## src/rtl/irq_pend_pkg.sv

```systemverilog
// Package: shared field positions, codes and register select encoding for
// the interrupt pending controller. Assumes a register width of at least 16.
package irq_pend_pkg;

    localparam int NUM_SRC     = 8;
    localparam int NUM_SW      = 2;
    localparam int NUM_EXT     = 5;
    localparam int CODE_W      = 5;

    // pending field slices
    localparam int PEND_SW_LO  = 0;
    localparam int PEND_EXT_LO = 2;
    localparam int PEND_TMR    = 7;

    // status register bit positions
    localparam int ST_EN       = 0;
    localparam int ST_EXL      = 1;
    localparam int ST_MASK_LO  = 8;

    // cause register bit positions
    localparam int CA_CODE_LO  = 2;
    localparam int CA_PEND_LO  = 8;

    localparam logic [CODE_W-1:0] CODE_INTR = '0;

    typedef enum logic {
        SEL_STATUS = 1'b0,
        SEL_CAUSE  = 1'b1
    } reg_sel_e;

endpackage

```

## src/rtl/irq_sync_chain.sv

```systemverilog
// irq_sync_chain: a per-bit shift chain of STAGES flops with a synchronous
// active-low clear. STAGES=0 gives a plain wire. Used both as the pin
// synchronizer and as the software recognition delay line.
// Assumes clr_n is synchronous to clk.
module irq_sync_chain #(
    parameter int WIDTH  = 5,
    parameter int STAGES = 2
) (
    input  logic             clk,
    input  logic             clr_n,
    input  logic [WIDTH-1:0] din,
    output logic [WIDTH-1:0] dout
);

    generate
        if (STAGES == 0) begin : g_wire
            logic unused_clk;
            assign unused_clk = clk ^ clr_n;
            assign dout = din;
        end else if (STAGES == 1) begin : g_one
            logic [WIDTH-1:0] stage_q;
            // single stage capture
            always_ff @(posedge clk) begin
                if (!clr_n) stage_q <= '0;
                else        stage_q <= din;
            end
            assign dout = stage_q;
        end else begin : g_many
            logic [STAGES-1:0][WIDTH-1:0] stage_q;
            // shift the input along the chain, oldest in the top slot
            always_ff @(posedge clk) begin
                if (!clr_n) stage_q <= '0;
                else        stage_q <= {stage_q[STAGES-2:0], din};
            end
            assign dout = stage_q[STAGES-1];
        end
    endgenerate

endmodule

```

## src/rtl/irq_take_logic.sv

```systemverilog
// irq_take_logic: combinational take decision. An interrupt is requested
// when some effective pending bit is unmasked, the global enable is set
// and the exception-level flag is clear. Pure logic, no state.
module irq_take_logic #(
    parameter int NSRC = 8
) (
    input  logic [NSRC-1:0] pend_eff,
    input  logic [NSRC-1:0] mask,
    input  logic            glob_en,
    input  logic            exl,
    output logic            take
);

    logic [NSRC-1:0] gated;

    // per-source gate, then reduce
    always_comb begin
        gated = pend_eff & mask;
        take  = glob_en && !exl && (|gated);
    end

endmodule

```

## src/rtl/irq_csr.sv

```systemverilog
// irq_csr: status and cause register state. Holds the global enable, the
// exception-level flag, the mask, the software request bits and the code.
// A hardware take overrides any software write to the flag and the code
// in the same cycle. Assumes DATA_W >= 16.
module irq_csr
    import irq_pend_pkg::*;
#(
    parameter int DATA_W = 32
) (
    input  logic              clk,
    input  logic              cold_rst_n,
    input  logic              we,
    input  logic              sel,
    input  logic [DATA_W-1:0] wdata,
    input  logic              take,
    output logic              glob_en,
    output logic              exl,
    output logic [NUM_SRC-1:0] mask,
    output logic [NUM_SW-1:0]  sw_req,
    output logic [CODE_W-1:0]  code
);

    logic wr_status;
    logic wr_cause;
    logic unused_wbits;

    assign wr_status = we && (reg_sel_e'(sel) == SEL_STATUS);
    assign wr_cause  = we && (reg_sel_e'(sel) == SEL_CAUSE);
    assign unused_wbits = ^{wdata[DATA_W-1:16], wdata[7]};

    // status register: software write, then hardware sets the flag on a take
    always_ff @(posedge clk) begin
        if (!cold_rst_n) begin
            glob_en <= 1'b0;
            exl     <= 1'b0;
            mask    <= '0;
        end else begin
            if (wr_status) begin
                glob_en <= wdata[ST_EN];
                exl     <= wdata[ST_EXL];
                mask    <= wdata[ST_MASK_LO +: NUM_SRC];
            end
            if (take) exl <= 1'b1;
        end
    end

    // cause register: software bits and code, code forced on a take
    always_ff @(posedge clk) begin
        if (!cold_rst_n) begin
            sw_req <= '0;
            code   <= '0;
        end else begin
            if (wr_cause) begin
                sw_req <= wdata[CA_PEND_LO + PEND_SW_LO +: NUM_SW];
                code   <= wdata[CA_CODE_LO +: CODE_W];
            end
            if (take) code <= CODE_INTR;
        end
    end

endmodule

```

## src/rtl/irq_pend_ctl.sv

```systemverilog
// irq_pend_ctl: top of the interrupt pending and masking controller.
// Synchronizes the external pins, delays software requests to model
// imprecise recognition, merges the timer request, and drives the take
// request and the register read mux. Assumes asynchronous pins and an
// internal timer request already in the clk domain.
module irq_pend_ctl
    import irq_pend_pkg::*;
#(
    parameter int DATA_W      = 32,
    parameter int SYNC_STAGES = 2,
    parameter int SW_DELAY    = 2
) (
    input  logic              clk,
    input  logic              cold_rst_n,
    input  logic              soft_rst_n,
    input  logic [4:0]        ext_irq,
    input  logic              timer_irq,
    input  logic              reg_we,
    input  logic              reg_sel,
    input  logic [DATA_W-1:0] reg_wdata,
    output logic [DATA_W-1:0] reg_rdata,
    output logic              take_irq,
    output logic [4:0]        exc_code
);

    localparam int PAD_W = DATA_W - 16;

    logic                 ext_clr_n;
    logic [NUM_EXT-1:0]   ext_sync;
    logic [NUM_SW-1:0]    sw_req;
    logic [NUM_SW-1:0]    sw_eff;
    logic [NUM_SRC-1:0]   pend_vis;
    logic [NUM_SRC-1:0]   pend_eff;
    logic                 st_en;
    logic                 st_exl;
    logic [NUM_SRC-1:0]   st_mask;
    logic [CODE_W-1:0]    ca_code;

    assign ext_clr_n = cold_rst_n && soft_rst_n;

    irq_sync_chain #(.WIDTH(NUM_EXT), .STAGES(SYNC_STAGES)) u_ext_sync (
        .clk   (clk),
        .clr_n (ext_clr_n),
        .din   (ext_irq),
        .dout  (ext_sync)
    );

    irq_sync_chain #(.WIDTH(NUM_SW), .STAGES(SW_DELAY)) u_sw_delay (
        .clk   (clk),
        .clr_n (cold_rst_n),
        .din   (sw_req),
        .dout  (sw_eff)
    );

    irq_csr #(.DATA_W(DATA_W)) u_csr (
        .clk        (clk),
        .cold_rst_n (cold_rst_n),
        .we         (reg_we),
        .sel        (reg_sel),
        .wdata      (reg_wdata),
        .take       (take_irq),
        .glob_en    (st_en),
        .exl        (st_exl),
        .mask       (st_mask),
        .sw_req     (sw_req),
        .code       (ca_code)
    );

    // visible pending field and the one used for the take decision
    always_comb begin
        pend_vis = {timer_irq, ext_sync, sw_req};
        pend_eff = {timer_irq, ext_sync, sw_eff};
    end

    irq_take_logic #(.NSRC(NUM_SRC)) u_take (
        .pend_eff (pend_eff),
        .mask     (st_mask),
        .glob_en  (st_en),
        .exl      (st_exl),
        .take     (take_irq)
    );

    // read mux over the two registers
    always_comb begin
        if (reg_sel_e'(reg_sel) == SEL_CAUSE)
            reg_rdata = {{PAD_W{1'b0}}, pend_vis, 1'b0, ca_code, 2'b00};
        else
            reg_rdata = {{PAD_W{1'b0}}, st_mask, 6'b0, st_exl, st_en};
    end

    assign exc_code = ca_code;

endmodule

```

## config.mk

```make
export PLATFORM = sky130hd
export DESIGN_NAME = irq_pend_ctl
export DESIGN_NICKNAME = d
export VERILOG_FILES = /design/src/rtl/irq_pend_pkg.sv /design/src/rtl/irq_sync_chain.sv /design/src/rtl/irq_take_logic.sv /design/src/rtl/irq_csr.sv /design/src/rtl/irq_pend_ctl.sv
export SDC_FILE = /design/constraint.sdc
export NUM_CORES = 1
export LEC_CHECK = 0
export ABC_CLOCK_PERIOD_IN_PS = 2100
export BUFFER_PORTS_ARGS = -buffer_cell sky130_fd_sc_hd__clkbuf_2
export CAP_MARGIN = 20
export CORE_MARGIN = 5
export CORE_UTILIZATION = 46
export CTS_CLUSTER_SIZE = 16
export DETAILED_ROUTE_END_ITERATION = 8
export GPL_TIMING_DRIVEN = 0
export PLACE_DENSITY = 0.87
export SYNTH_ARGS = -nofsm -noshare
export SYNTH_HDL_FRONTEND = slang
export SYNTH_SLANG_ARGS = --single-unit
```

## constraint.sdc

```tcl
create_clock -name clk -period 2.1 [get_ports clk]
set_input_delay 0.105 -clock clk [delete_from_list [all_inputs] [get_ports clk]]
set_output_delay 0.105 -clock clk [all_outputs]
set_load 0.01 [all_outputs]
```

==> metrics.txt, run 1 <==
Max-Cap Viols=0; final instance area=1770 µm²; reg-to-reg setup timing slack=0.79 ns; startpoint of the worst register-to-register path=u_csr.mask[0]; CTS Buf Count=5; status=finished, final reports clean; Post-CTS Resized=0; hpwl dp=2.29 mm; Root Buffer Master=clkbuf_4; Area Growth Syn to Fin=30.2%; Clock Pin Slew Worst Setup and Hold Paths=0.08 ns; Setup Total Neg Slack=0 ns; Tcrit/Tclk final=0.787; GRT overflow=0; Routed WL per cell=11.9 µm; initial antenna violation count=0; htree depth=2; share of cells above drive strength 1=0.376; Avg Inst Size Synth=9.64 µm²; CP Capture Point=take_irq; area of the multi-input gates=638 µm²; Core Area=2810 µm²; Setup violations, final=0; die width=64.4 µm; minimum clock period=1.65 ns; Worst Setup SP=u_csr.mask[1]; PwrDens=613 nW/µm²; RSZ-0062 raised after global routing=no; Register Area=621 µm²; Slew Viols, Final=0; worst path arrival time=1.55 ns; final total power=1080 µW; GP Congestion=0.709; Rows=19; Initial DRC Count=7; first-pass GRT wire length=5.10 mm; Die ar.=4140 µm²; # port buffers=46; Top Ports=81; vias per std cell=4.60; dpl cell area=1690 µm²; Syn. warnings=0; Crit. End Element=output port; Post-Route WL=2.91 mm; RR Endpoint=u_csr.exl; final cell count without fillers=244; # placed instances=234; worst min path class=in -> reg; Chip Height=64.4 µm; GRT Total Usage=0.158; Mapped Area=1360 µm²; starting density of the core=0.484; NumNets Final=257; largest net degree at the start of global routing=11; Post-Place Worst Slack=0.705 ns; Fin. Hold Viols=0; post-synthesis sequential area ratio=0.457; CTS tree=built; clk_lat worst skew=0.32 ns; Residual DRC=0; Max VDD drop=0.400 mV; total setup buffers inserted after CTS=0; ANT nets after route=0; Req. time, crit path=2.00 ns; drt pass-1 iters=4; distinct cell type count after synthesis=23; Fillers=267; via count=1123; final worst setup slack=0.447 ns; Worst Path Max Fanout=7; Startpoint Class=flop; Seq cells post-synth=31; Setup Skew=0.00712 ns; Leakage=0.000905 µW; fmax=0.605 GHz; # clock sinks=31; path depth of the worst reg2reg path=4; number of antenna cells inserted=0; vias in the first global route=1163; WS Path Type=reg -> out; Syn Inst Count=141; Clock Path Buffers=2
## critical path, stage by stage, from the launching register on
cell      delay (ns)
dfxtp_1         0.37
a22o_1          0.16
a221oi_2        0.05
a311oi_4        0.44
clkbuf_2        0.21
## per-stage QoR
step | utilization | hold WS, ns
finish | 0.631 | 0.0130
global route | 0.631 | 0.00137
CTS | 0.627 | 0.00153
detailed placement | 0.602 | 0.340
global placement | 0.602 | 0.335
floorplan | - | 0.240
## repair_timing
action | 4_1_cts | 5_1_grt
setup endpoints to repair | 0 | 0
hold buffers | 3 | 1
endpoints found under the hold margin | 3 | 1
## layout by cell type (no fill, tap or decap), drive strengths merged, types with 2 or more instances in the layout
cell          n
dfxtp        31
dlygate4sd3   4
and2          9
nor2b         2
nor3b         5
clkbuf       57
mux2          8
and3         10
nor2          4
a22oi         2
buf          19
nand2        21
mux2i         5
a21boi       11
conb         17
nand3         2
## area by class of cell
class,count,area share
Multi-Input combinational cell,101,0.361
Buffer,24,0.0884
Timing Repair Buffer,50,0.153
Tap cell,31,0.0219
Inverter,1,0.00212
Clock buffer,6,0.0233
Sequential cell,31,0.351
## worst min-delay path by stage
| stage | end | slack (ns) | start | cells after the start |
|---|---|---|---|---|
| 2_1_floorplan | u_csr.glob_en | 0.24 | reg_wdata[0] | 2 |
| 3_3_place_gp | u_csr.glob_en | 0.33 | reg_wdata[0] | 3 |
| 3_5_place_dp | u_csr.glob_en | 0.34 | reg_wdata[0] | 3 |
| 4_1_cts | u_csr.mask[3] | 0.002 | reg_wdata[11] | 3 |
| 5_1_grt | u_ext_sync.g_many.stage_q[4] | 0.001 | ext_irq[4] | 2 |
| 6_report | u_csr.mask[7] | 0.01 | reg_wdata[15] | 3 |
## registers in the layout, indices dropped and copies added, names as in the netlist
signal and cells:
u_ext_sync.dout 5, u_ext_sync.g_many.stage_q 5, u_sw_delay.g_many.stage_q 2, u_csr.exl 1, u_csr.glob_en 1, u_csr.mask 8, u_sw_delay.dout 2, u_csr.code 5
u_csr.sw_req 2
## synthesized netlist by cell type (all sizes together)
library cell  instances  area (µm²)
a21boi               11        82.6
a221oi                1        15.0
a22o                  1        8.76
a22oi                 2        15.0
a311oi                1        26.3
and2                  9        56.3
and3                 10        62.6
buf                  19         138
clkbuf                5        18.8
conb                  1        3.75
dfxtp                31         621
inv                   1        3.75
mux2                  8        90.1
mux2i                 5        50.1
nand2                21        78.8
nand2b                1        6.26
nand3                 2        10.0
nor2                  4        15.0
nor2b                 2        12.5
nor3b                 5        37.5
o21a                  1        7.51
## metal layers
| layer | part of all wire | up-vias | routed length [µm] | GRT usage |
|---|---|---|---|---|
| met2 | 0.50 | 40 | 1440 | 0.284 |
| met1 | 0.40 | 495 | 1170 | 0.164 |
| li1 | - | 584 | - | - |
| met5 | 0 | - | 0 | 0 |
| met4 | 0.011 | 0 | 31 | 0.0475 |
| met3 | 0.090 | 4 | 262 | 0.0718 |
## cell families after synthesis
group                  synth area share
multiplexers                      0.103
AO/OA/AOI/OAI                     0.114
AND/OR/NAND/NOR                   0.205
buffers and inverters             0.118
flip-flops                        0.457
other                           0.00276
## report_power, final
| group | total [µW] | internal (µW) | switching [µW] |
|---|---|---|---|
| Combinational | 167 | 86.4 | 81.1 |
| Clock | 293 | 119 | 174 |
| Sequential | 624 | 610 | 13.7 |
| Total | 1080 | 815 | 269 |
Note: power is estimated with default switching activity, not from simulation.
==> inputs of run 2 (changes only) <==
--- a/config.mk
+++ b/config.mk
@@ -5,15 +5,15 @@
 export SDC_FILE = /design/constraint.sdc
 export NUM_CORES = 1
 export LEC_CHECK = 0
-export ABC_CLOCK_PERIOD_IN_PS = 2100
+export ABC_CLOCK_PERIOD_IN_PS = 1600
 export BUFFER_PORTS_ARGS = -buffer_cell sky130_fd_sc_hd__clkbuf_2
 export CAP_MARGIN = 20
 export CORE_MARGIN = 5
-export CORE_UTILIZATION = 46
+export CORE_UTILIZATION = 42
 export CTS_CLUSTER_SIZE = 16
 export DETAILED_ROUTE_END_ITERATION = 8
 export GPL_TIMING_DRIVEN = 0
-export PLACE_DENSITY = 0.87
+export PLACE_DENSITY = 0.81
 export SYNTH_ARGS = -nofsm -noshare
 export SYNTH_HDL_FRONTEND = slang
 export SYNTH_SLANG_ARGS = --single-unit
==> constraint.sdc (replaced) <==
create_clock -name clk -period 1.6 [get_ports clk]
set_input_delay 0.08 -clock clk [delete_from_list [all_inputs] [get_ports clk]]
set_output_delay 0.08 -clock clk [all_outputs]
set_load 0.01 [all_outputs]
==> run 2 against run 1 <==
  * Final area is 8.6% higher
  * Sequential share of layout area is 2.8 points lower
  * Sequential power is 31% higher
  * Die area is 8.0% higher
  * Global-route usage is 0.55 points lower
  * Hold slack better by 0.012 ns
  * Critical path type unchanged
  * Worst setup slack worse by 0.36 ns
==> metrics.txt, run 2 (synthesis gave the netlist of run 1 again) <==
Fin. Hold Viols=0; Max VDD drop=0.619 mV; endpoint of the worst hold path=u_csr.code[0]; RR Endpoint=u_csr.exl; first-pass GRT wire length=5.11 mm; CTS Buf Count=5; Chip Height=66.9 µm; WHS Path Cells=2; Top reg by flops=u_csr.mask; Top Ports=81; drt pass-1 iters=4; Fillers=289; initial antenna violation count=0; largest net degree at the start of global routing=11; commonest cells after routing, fill and taps aside=clkbuf_2 (46), dfxtp_1 (31), nand2_1 (21), buf_4 (18), conb_1 (17); Post-CTS Resized=0; Setup violations, final=0; via count=1162; PwrDens=815 nW/µm²; Crit. End Element=output port; # placed instances=247; dpl cell area=1700 µm²; path depth of the worst reg2reg path=5; startpoint of the worst register-to-register path=u_csr.mask[0]; final cell count without fillers=270; number of antenna cells inserted=0; # port buffers=46; Routed WL per cell=11.4 µm; GP Congestion=0.710; final total power=1570 µW; Leakage=0.000966 µW; Post-Place Worst Slack=0.248 ns; final worst setup slack=0.0866 ns; starting density of the core=0.441; area of the multi-input gates=638 µm²; die width=66.9 µm; Req. time, crit path=1.52 ns; worst min path class=in -> reg; Clock Path Buffers=2; Startpoint Class=flop; ANT nets after route=0; vias per std cell=4.30; reg-to-reg setup timing slack=0.20 ns; CTS tree=built; htree depth=2; fmax=0.661 GHz; vias in the first global route=1146; WS Path Type=reg -> out; status=finished, final reports clean; Initial DRC Count=22; Die ar.=4470 µm²; clk_lat worst skew=0.33 ns; Residual DRC=0; final instance area=1920 µm²; RSZ-0062 raised after global routing=no; Setup Total Neg Slack=0 ns; max FFs per register=8; # clock sinks=31; hold_sp=cold_rst_n; GRT Total Usage=0.152; Max-Cap Viols=0; Worst Path Max Fanout=3; share of cells above drive strength 1=0.367; worst path arrival time=1.43 ns; Rows=20; Slew Viols, Final=0; critical path cell sequence=a22o_1, a221oi_2, a311oi_4, clkbuf_2; Slowest-stage cell, CP=dfxtp_1; Register Area=621 µm²; Core Area=3080 µm²; minimum clock period=1.51 ns; Worst Setup SP=u_csr.mask[0]; most common cell after layout, fill and taps aside=clkbuf_2; NumNets Final=268; Area Growth Syn to Fin=41.3%; Crit path largest cell delay=0.33 ns; Post-Route WL=3.09 mm; hpwl dp=2.26 mm; Clock Pin Slew Worst Setup and Hold Paths=0.09 ns; Tcrit/Tclk final=0.946; GRT overflow=0; Root Buffer Master=clkbuf_4; Setup Skew=0.00926 ns
==> run 2: cell types whose count changed in the layout (fill, tap and decap cells not counted), sizes merged <==
cell / delta
buf: +1
clkbuf: +2
dlygate4sd3: +10
==> run 2: per-stage QoR <==
| stage | utilization | hold WS [ns] |
|---|---|---|
| after CTS | 0.624 | 0.0142 |
| after detailed placement | 0.554 | 0.315 |
| final | 0.624 | 0.0252 |
| after global placement | 0.554 | 0.313 |
| after global routing | 0.624 | 0.0258 |
| after floorplan | - | 0.215 |
==> run 2: final cells by class <==
| cell class | count | share of cell area |
|---|---|---|
| clock buffers | 8 | 0.0358 |
| well taps | 44 | 0.0287 |
| multi-input cells | 101 | 0.332 |
| inverters | 1 | 0.00195 |
| repair buffers | 61 | 0.197 |
| plain buffers | 24 | 0.0814 |
| flip-flops and latches | 31 | 0.323 |
==> run 2: how the worst max path moves through the flow <==
stage               slack (ns)           end
detailed placement        0.25  reg_rdata[9]
global route              0.01      take_irq
global placement          0.25  reg_rdata[9]
floorplan                 0.36     u_csr.exl
CTS                       0.07      take_irq
finish                    0.09      take_irq
==> run 2: layer usage <==
metal / track usage / part of all wire / vias to the layer above
li1: - / - / 606
met1: 0.170 / 0.42 / 509
met2: 0.265 / 0.48 / 44
met3: 0.0590 / 0.089 / 3
met4: 0.0456 / 0.011 / 0
met5: 0 / 0 / -
==> run 2: critical path: cells and delay by family, from the launching register on <==
family / cells / cell delay, ns
buffers and inverters: 1 / 0.16
flip-flops: 1 / 0.33
AO/OA/AOI/OAI: 3 / 0.62
==> run 2: timing repair <==
item                                   in CTS  in global routing
hold buffers                               14                  0
buffers inserted                            1                  0
setup endpoints to repair                   1                  0
endpoints found under the hold margin      14                  0
==> run 2: power breakdown <==
| part | switching, µW | internal, µW | total, µW |
|---|---|---|---|
| clock network | 249 | 258 | 507 |
| logic | 111 | 129 | 240 |
| registers | 17.8 | 801 | 819 |
==> inputs of run 3 (changes only) <==
--- a/config.mk
+++ b/config.mk
@@ -5,15 +5,16 @@
 export SDC_FILE = /design/constraint.sdc
 export NUM_CORES = 1
 export LEC_CHECK = 0
+export ABC_AREA = 1
 export ABC_CLOCK_PERIOD_IN_PS = 1600
 export BUFFER_PORTS_ARGS = -buffer_cell sky130_fd_sc_hd__clkbuf_2
 export CAP_MARGIN = 20
 export CORE_MARGIN = 5
-export CORE_UTILIZATION = 42
+export CORE_UTILIZATION = 43
 export CTS_CLUSTER_SIZE = 16
 export DETAILED_ROUTE_END_ITERATION = 8
 export GPL_TIMING_DRIVEN = 0
-export PLACE_DENSITY = 0.81
+export PLACE_DENSITY = 0.82
 export SYNTH_ARGS = -nofsm -noshare
 export SYNTH_HDL_FRONTEND = slang
 export SYNTH_SLANG_ARGS = --single-unit
==> run 3 against run 2 <==
  * Clock power down 10%
  * Critical path depth is 3 higher
  * Area after synthesis is 0.74% higher
  * Worst setup slack gained 0.19 ns
  * Critical path type unchanged
==> metrics.txt, run 3 <==
status=finished, final reports clean; Clock Path Buffers=2; die width=66.4 µm; Seq cells post-synth=31; Post-Route WL=3.06 mm; Chip Height=66.4 µm; Syn. warnings=0; max FFs per register=8; Setup violations, final=0; initial antenna violation count=0; Leakage=0.00107 µW; first-pass GRT wire length=4.96 mm; GRT Total Usage=0.149; Crit path largest cell delay=0.33 ns; Top Ports=81; htree depth=2; final worst setup slack=0.272 ns; CTS tree=built; Register Area=621 µm²; Residual DRC=0; Clock Pin Slew Worst Setup and Hold Paths=0.09 ns; total setup buffers inserted after CTS=0; number of synthesized flops with an enable pin=0; startpoint of the worst register-to-register path=u_csr.mask[0]; Avg Inst Size Synth=6.81 µm²; Fillers=316; Crit. End Element=output port; Die ar.=4410 µm²; # clock sinks=31; ANT nets after route=0; minimum clock period=1.33 ns; share of cells above drive strength 1=0.280; GP Congestion=0.761; Max VDD drop=0.546 mV; vias per std cell=4.06; via count=1294; Worst Setup SP=u_csr.mask[0]; Fin. Hold Viols=0; hpwl dp=2.28 mm; Post-CTS Resized=0; Req. time, crit path=1.52 ns; critical path's most frequent cell=nand2_1; Initial DRC Count=30; Rows=20; Mapped Area=1370 µm²; starting density of the core=0.448; Synth Flop Type=dfxtp_1; drt pass-1 iters=4; post-synthesis sequential area ratio=0.453; Root Buffer Master=clkbuf_4; Top reg by flops=u_csr.mask; number of antenna cells inserted=0; Routed WL per cell=9.60 µm; Slew Viols, Final=0; worst min path class=in -> reg; internal power=1120 µW; Worst Path Max Fanout=3; switching share of power=0.265; Post-Route Utilization=0.598; PwrDens=837 nW/µm²; Flop pwr share=0.541; clk_lat worst skew=0.32 ns; # port buffers=45; area of the multi-input gates=515 µm²; Core Area=3050 µm²; fmax=0.753 GHz; leading area contributor after synthesis=dfxtp_1; worst path arrival time=1.25 ns; Setup Skew=0.00196 ns; Setup Total Neg Slack=0 ns; RSZ-0062 raised after global routing=no; Startpoint Class=flop; power share of the combinational group=0.161; commonest cells after routing, fill and taps aside=nand2_1 (55), clkbuf_2 (45), inv_1 (34), dfxtp_1 (31), nor2_1 (30); WS Path Type=reg -> out; largest net degree at the start of global routing=11; final cell count without fillers=319; most common library cells after synthesis=nand2_1 (55), inv_1 (34), dfxtp_1 (31); Post-Place Worst Slack=0.591 ns; CTS Buf Count=5; hold_sp=reg_wdata[15]; GRT overflow=0; P_sw=404 µW; NumNets Final=318; vias in the first global route=1207; share of the synthesized area in the top cell type=0.453; asr flop ratio synth=0; Clk pwr share=0.298; reg-to-reg setup timing slack=0.52 ns; Syn Inst Count=201; most common cell after layout, fill and taps aside=nand2_1; critical path cell sequence=nand2_1, nand2_1, nor2_1, nand2_1, nand2_1, inv_1, clkbuf_2; largest cells by area after synthesis=dfxtp_1 (45%), nand2_1 (15%), buf_4 (9.3%); Max-Cap Viols=0; hold slack=0.00775 ns; Area Growth Syn to Fin=33.4%; distinct cell type count after synthesis=14; # placed instances=306; top-count cell post-synth=nand2_1; Tcrit/Tclk final=0.830; Slowest-stage cell, CP=dfxtp_1
==> run 3: cell count changes after synthesis, sizes merged, moves of 7 or more <==
| cell | previous run | this run |
|---|---|---|
| mux2 | 8 | 0 |
| and3 | 10 | 0 |
| nand2 | 21 | 57 |
| o21ai | 0 | 17 |
| nor2 | 4 | 30 |
| a21oi | 0 | 7 |
| inv | 1 | 36 |
| and2 | 9 | 0 |
| a21boi | 11 | 0 |
==> run 3: repair_timing <==
| action | 4_1_cts | 5_1_grt |
|---|---|---|
| endpoints found under the setup margin | 0 | 0 |
| hold endpoints to repair | 6 | 0 |
| hold buffers | 6 | 0 |
==> run 3: cell families after synthesis <==
logic type             share of synthesized area
and+or+nand+nor                            0.242
buffers and inverters                      0.214
DFF                                        0.453
other                                    0.00274
AOI/OAI and AO/OA                         0.0877
==> run 3: stage by stage <==
step                area (µm²)  total power [µW]
detailed placement        1710              1080
floorplan                 1430               997
finish                    1830              1530
global placement          1710              1070
CTS                       1830              1540
global route              1830              1600
==> run 3: final timing paths <==
check,to,cells past startpoint
worst min-delay path,u_csr.mask[7],3
worst max register to register,u_csr.code[2],7
worst max-delay path,take_irq,7
worst min register to register,u_ext_sync.dout[1],2
==> run 3: area by class of cell <==
cell class | count | area share
buffer | 22 | 0.0864
timing repair buffer | 51 | 0.156
clock inverter | 1 | 0.00274
inverter | 36 | 0.0740
sequential | 31 | 0.340
clock buffer | 6 | 0.0281
tap | 44 | 0.0302
multi-input combinational | 128 | 0.282
==> run 3: power groups by stage <==
stage	Combinational (µW)	Clock [µW]	Sequential (µW)
after floorplan	153	0	843
after global placement	229	0	843
after detailed placement	234	0	844
after CTS	246	467	826
after global routing	280	495	830
final	246	455	826
==> run 3: worst max-delay path, delay by kind of cell, from the launching register on <==
kind / cells / cell delay [ns]
simple gates: 5 / 0.42
flops: 1 / 0.33
buf+inv: 2 / 0.17
==> run 3: layer usage <==
metal / GRT usage / part of all wire / wire [µm] / up-vias
met4: 0.0685 / 0.021 / 64 / 0
met5: 0 / 0 / 0 / -
li1: - / - / - / 706
met2: 0.249 / 0.47 / 1420 / 48
met3: 0.0578 / 0.087 / 265 / 8
met1: 0.163 / 0.43 / 1310 / 532
